**config.mk**
```make
export PLATFORM = sky130hd
export DESIGN_NAME = grace_rst_ctrl
export DESIGN_NICKNAME = d
export VERILOG_FILES = /design/src/rtl/grace_rst_pkg.sv /design/src/rtl/grace_debounce.sv /design/src/rtl/grace_seq.sv /design/src/rtl/grace_rst_ctrl.sv
export SDC_FILE = /design/constraint.sdc
export NUM_CORES = 1
export LEC_CHECK = 0
export BUFFER_PORTS_ARGS = -buffer_cell sky130_fd_sc_hd__buf_4
export CAP_MARGIN = 10
export CORE_MARGIN = 1
export CORE_UTILIZATION = 56
export DETAILED_ROUTE_END_ITERATION = 10
export GPL_ROUTABILITY_DRIVEN = 0
export HOLD_SLACK_MARGIN = 0.15
export MAX_ROUTING_LAYER = met4
export PLACE_DENSITY = 0.76
export SYNTH_ARGS = -nofsm -noshare
export SYNTH_HDL_FRONTEND = slang
export SYNTH_SLANG_ARGS = --single-unit
export TNS_END_PERCENT = 10
```
**constraint.sdc**
```tcl
create_clock -name clk_i -period 3 [get_ports clk_i]
set_input_delay 0.3 -clock clk_i [delete_from_list [all_inputs] [get_ports clk_i]]
set_output_delay 0.3 -clock clk_i [all_outputs]
set_load 0.02 [all_outputs]
```
**src/rtl/grace_rst_pkg.sv**
```systemverilog
package grace_rst_pkg;

  typedef enum logic [1:0] {
    SQ_IDLE = 2'd0,
    SQ_WAIT = 2'd1,
    SQ_HOLD = 2'd2
  } seq_st_e;

  // True when a counter started at zero has spent lim ticks (lim >= 1).
  function automatic logic lim_hit(input logic [31:0] cnt, input logic [31:0] lim);
    return (cnt + 32'd1) >= lim;
  endfunction

endpackage

```
**src/rtl/grace_debounce.sv**
```systemverilog
module grace_debounce #(
  parameter int unsigned DEB_TICKS = 2_000_000
) (
  input  logic clk_i,
  input  logic rst_ni,
  input  logic raw_ni,
  output logic sync_o,
  output logic pressed_o
);
  import grace_rst_pkg::*;

  localparam int unsigned CW = $clog2(DEB_TICKS + 1);

  logic [1:0]    sync_q;
  logic [CW-1:0] cnt_q;
  logic          db_q;

  always_ff @(posedge clk_i or negedge rst_ni) begin
    if (!rst_ni) begin
      sync_q <= 2'b00;
    end else begin
      sync_q <= {sync_q[0], ~raw_ni};
    end
  end

  assign sync_o = sync_q[1];

  always_ff @(posedge clk_i or negedge rst_ni) begin
    if (!rst_ni) begin
      cnt_q <= '0;
      db_q  <= 1'b0;
    end else if (sync_o == db_q) begin
      cnt_q <= '0;
    end else if (lim_hit(32'(cnt_q), DEB_TICKS)) begin
      db_q  <= sync_o;
      cnt_q <= '0;
    end else begin
      cnt_q <= cnt_q + 1'b1;
    end
  end

  assign pressed_o = db_q;

endmodule

```
**src/rtl/grace_seq.sv**
```systemverilog
module grace_seq #(
  parameter int unsigned N_DEV      = 4,
  parameter int unsigned WAIT_TICKS = 1_000_000
) (
  input  logic             clk_i,
  input  logic             rst_ni,
  input  logic             pressed_i,
  input  logic [N_DEV-1:0] dev_idle_i,
  output logic             press_evt_o,
  output logic             expire_o,
  output logic             rst_req_o,
  output logic             busy_o,
  output logic             forced_o
);
  import grace_rst_pkg::*;

  localparam int unsigned TW = $clog2(WAIT_TICKS + 1);

  seq_st_e       st_q;
  logic [TW-1:0] tcnt_q;
  logic          press_q;
  logic          all_idle;

  assign all_idle    = &dev_idle_i;
  assign press_evt_o = pressed_i & ~press_q;
  assign expire_o    = (st_q == SQ_WAIT) && lim_hit(32'(tcnt_q), WAIT_TICKS);
  assign busy_o      = (st_q == SQ_WAIT);

  always_ff @(posedge clk_i or negedge rst_ni) begin
    if (!rst_ni) begin
      press_q <= 1'b0;
    end else begin
      press_q <= pressed_i;
    end
  end

  always_ff @(posedge clk_i or negedge rst_ni) begin
    if (!rst_ni) begin
      st_q      <= SQ_IDLE;
      tcnt_q    <= '0;
      rst_req_o <= 1'b0;
      forced_o  <= 1'b0;
    end else begin
      rst_req_o <= 1'b0;
      unique case (st_q)
        SQ_IDLE: begin
          if (press_evt_o) begin
            forced_o <= 1'b0;
            if (all_idle) begin
              rst_req_o <= 1'b1;
              st_q      <= SQ_HOLD;
            end else begin
              tcnt_q <= '0;
              st_q   <= SQ_WAIT;
            end
          end
        end
        SQ_WAIT: begin
          if (all_idle) begin
            rst_req_o <= 1'b1;
            st_q      <= SQ_HOLD;
          end else if (expire_o) begin
            rst_req_o <= 1'b1;
            forced_o  <= 1'b1;
            st_q      <= SQ_HOLD;
          end else begin
            tcnt_q <= tcnt_q + 1'b1;
          end
        end
        SQ_HOLD: begin
          if (!pressed_i) st_q <= SQ_IDLE;
        end
        default: st_q <= SQ_IDLE;
      endcase
    end
  end

endmodule

```
**src/rtl/grace_rst_ctrl.sv**
```systemverilog
module grace_rst_ctrl #(
  parameter int unsigned N_DEV      = 4,
  parameter int unsigned DEB_TICKS  = 2_000_000,
  parameter int unsigned WAIT_TICKS = 1_000_000
) (
  input  logic             clk_i,
  input  logic             rst_ni,
  input  logic             btn_ni,
  input  logic [N_DEV-1:0] dev_idle_i,
  output logic             rst_req_o,
  output logic             wait_busy_o,
  output logic             forced_o
);

  logic btn_sync;
  logic pressed_db;
  logic press_evt;
  logic wait_expire;

  grace_debounce #(.DEB_TICKS(DEB_TICKS)) deb_i (
    .clk_i     (clk_i),
    .rst_ni    (rst_ni),
    .raw_ni    (btn_ni),
    .sync_o    (btn_sync),
    .pressed_o (pressed_db)
  );

  grace_seq #(.N_DEV(N_DEV), .WAIT_TICKS(WAIT_TICKS)) seq_i (
    .clk_i       (clk_i),
    .rst_ni      (rst_ni),
    .pressed_i   (pressed_db),
    .dev_idle_i  (dev_idle_i),
    .press_evt_o (press_evt),
    .expire_o    (wait_expire),
    .rst_req_o   (rst_req_o),
    .busy_o      (wait_busy_o),
    .forced_o    (forced_o)
  );

endmodule

```
==> qor.yml <==
insertion_delay_ns: 0.31
wirelength_um: 6070
drtIter0Drc: 169
cap_violations: 0
layout-drive-gt1-share_pct: 11.3
wl_per_cell_um: 15.4
ir_drop_mv: 0.259
max_clock_freq_mhz: 361
dp_hpwl_um: 4200
ys.flop_type: "dfrtp_1"
powerDensity_mw_per_mm2: 356
final_nets: 336
area_growth_pct: 8.63
whs_ns: 0.369
ys_async_sr_fraction_pct: 100
end_kind: "flop"
n_fill_cell: 440
clock-sinks: 49
status: "finished clean"
finalSetupTns_ns: 0
min_from: "deb_i.sync_q[0]$_DFF_PN0_"
fin_worst_skew_ns: 0.00917
num_io_pins: 10
start_kind: "flop"
crit_start: "deb_i.cnt_q[0]$_DFF_PN0_"
crit_fanout: 21
drv_slew: 0
synth_edf_count: 0
pre_cts_ws_ns: 0.00197
yosys_warnings: 0
synth_area_mm2: 0.00284
yosysUniqueCellTypes: 57
post-route-util_pct: 64.1
clockBufferDepth: 2
rsz0062_at_grt: "no"
instances_no_fill: 395
overflow: 0
io_buffers: 9
grt_use_total_pct: 25.5
crit_required_ns: 3.24
htreeDepth: 2
viasPerCell: 6.08
synth_nets: 322
hold_path.class: "reg -> reg"
clk_pin_slew_ns: 0.09
cts_tree: "built"
post-cts-setup-buffers: 0
post-route-period-util_pct: 92.2
tightest_slew_ns: 0.622
dp.cells: 385
timing.final.ws_setup_ns: 0.233
grt_pass1_vias: 2196
coreArea_mm2: 0.00482
yosysSeqAreaShare_pct: 43.2
numCtsBuffers: 5
diodes: 0
period_needed_ns: 2.77
setup_violations: 0
firstDrtPassIters: 4
syn_inst: 313
grt_pass1_wl_um: 10100
max-slew-margin-rel_pct: 58.6
r2r_start: "deb_i.cnt_q[0]$_DFF_PN0_"
path_class: "reg -> reg"
ys_ff_latch: 49
arrival_ns: 3.01
start_util_pct: 59.0
drc: 0
grt_max_degree: 50
die_y_um: 73.2
syn_avg_cell_area_um2: 9.08
hold_violations: 0
clockRootBuffer: "clkbuf_8"
die_x_um: 73.2
vias: 2403
p_leak_nw: 1.24
rows: 25
drtAntennaViolNets: 0
grt_antenna_before_repair: 0
dieArea_mm2: 0.00536
## registers in the layout, indices dropped and copies added (netlist names)
register	cells
deb_i.cnt_q	21
seq_i.tcnt_q	20
deb_i.sync_q	2
seq_i.st_q	2
deb_i.pressed_o	1
seq_i.forced_o	1
seq_i.press_q	1
seq_i.rst_req_o	1
## area by class of cell
type	instances	area, um2	area share, %
multi-input combinational	241	1490	48.4
inverter	9	33.8	1.09
tap	67	83.8	2.72
timing repair buffer	21	163	5.27
sequential	49	1230	39.7
clock inverter	2	13.8	0.446
clock buffer	6	72.6	2.35
## cell usage after synthesis (5+ instances only)
library cell | number | area, um2
inv_1 | 7 | 26.3
a31oi_1 | 5 | 31.3
xor2_1 | 9 | 78.8
nand2_1 | 28 | 105
nor2_1 | 48 | 180
and3_1 | 7 | 43.8
o31ai_1 | 9 | 67.6
o21ai_1 | 6 | 30.0
xnor2_1 | 12 | 105
o21ai_0 | 16 | 80.1
o22a_1 | 8 | 70.1
nor3_1 | 5 | 25.0
dfrtp_1 | 49 | 1230
nand3_1 | 19 | 95.1
nand4_1 | 9 | 56.3
## power breakdown
group | switching (mW) | internal, mW | leakage, nW | total, mW
clock | 0.231 | 0.167 | 0.0456 | 0.397
sequential | 0.00484 | 0.664 | 0.652 | 0.669
combinational | 0.0215 | 0.0113 | 0.540 | 0.0328
total | 0.257 | 0.842 | 1.24 | 1.10
## logic make-up (layout without fill, tap and decap cells)
family,count (synthesis),in the layout,share of synthesized area [%]
simple gates,142,142,25.0
fa+ha+maj,2,2,0.881
buf+inv,23,38,4.54
flops,49,49,43.2
mux,4,4,1.54
xor+xnor,21,21,6.47
compound gates,72,72,18.5
## cells in the final DEF (no fill, tap or decap), types with 4 or more instances in the layout
master	n
o31ai_1	9
clkbuf_8	5
nor3_1	4
buf_4	19
o22a_1	8
and4_1	4
and3_1	7
a21oi_1	4
nand4_1	9
inv_1	7
xnor2_1	12
nor2_1	48
nand2_1	28
dfrtp_1	49
nand3_1	19
o21ai_1	6
a31oi_1	5
nor4_1	4
xor2_1	9
o21ai_0	16
## final timing paths
kind / to / slack [ns] / depth (start not counted)
max: deb_i.cnt_q[15]$_DFF_PN0_ / 0.23 / 10
min: deb_i.sync_q[1]$_DFF_PN0_ / 0.37 / 0
max reg2reg: deb_i.cnt_q[15]$_DFF_PN0_ / 0.23 / 10
min reg2reg: deb_i.sync_q[1]$_DFF_PN0_ / 0.37 / 0
max in group asynchronous: deb_i.sync_q[0]$_DFF_PN0_ / 2.03 / 2
min in group asynchronous: seq_i.tcnt_q[11]$_DFFE_PN0P_ / 0.54 / 2
## stage by stage
step	cell area, um2	total power [mW]
floorplan	2840	0.692
global placement	2970	0.713
detailed placement	2970	0.714
CTS	3080	1.11
global route	3090	1.14
finish	3090	1.10
## layer usage
metal  GRT usage, %  part of all wire, %  up-vias
li1               -                    -     1166
met1           36.8                   51     1165
met2           37.1                   43       63
met3           3.45                  4.2        9
met4           8.28                  1.2        0
met5              -                    0        -
## worst max-delay path: stages, from the launching register on
cell	delay, ns
dfrtp_1	0.42
ha_1	0.23
nand4_1	0.19
or3_1	0.47
nor2_1	0.21
a32oi_1	0.13
o41ai_1	0.42
a21oi_1	0.14
nand2b_1	0.16
buf_4	0.20
nor2b_1	0.13
## repair_timing
item | in CTS | in global routing
hold endpoints to repair | 50 | 0
hold buffers | 2 | 0
resized for setup | 1 | 3
setup endpoints to repair | 4 | 16
Power figures use the tool's default switching activity.
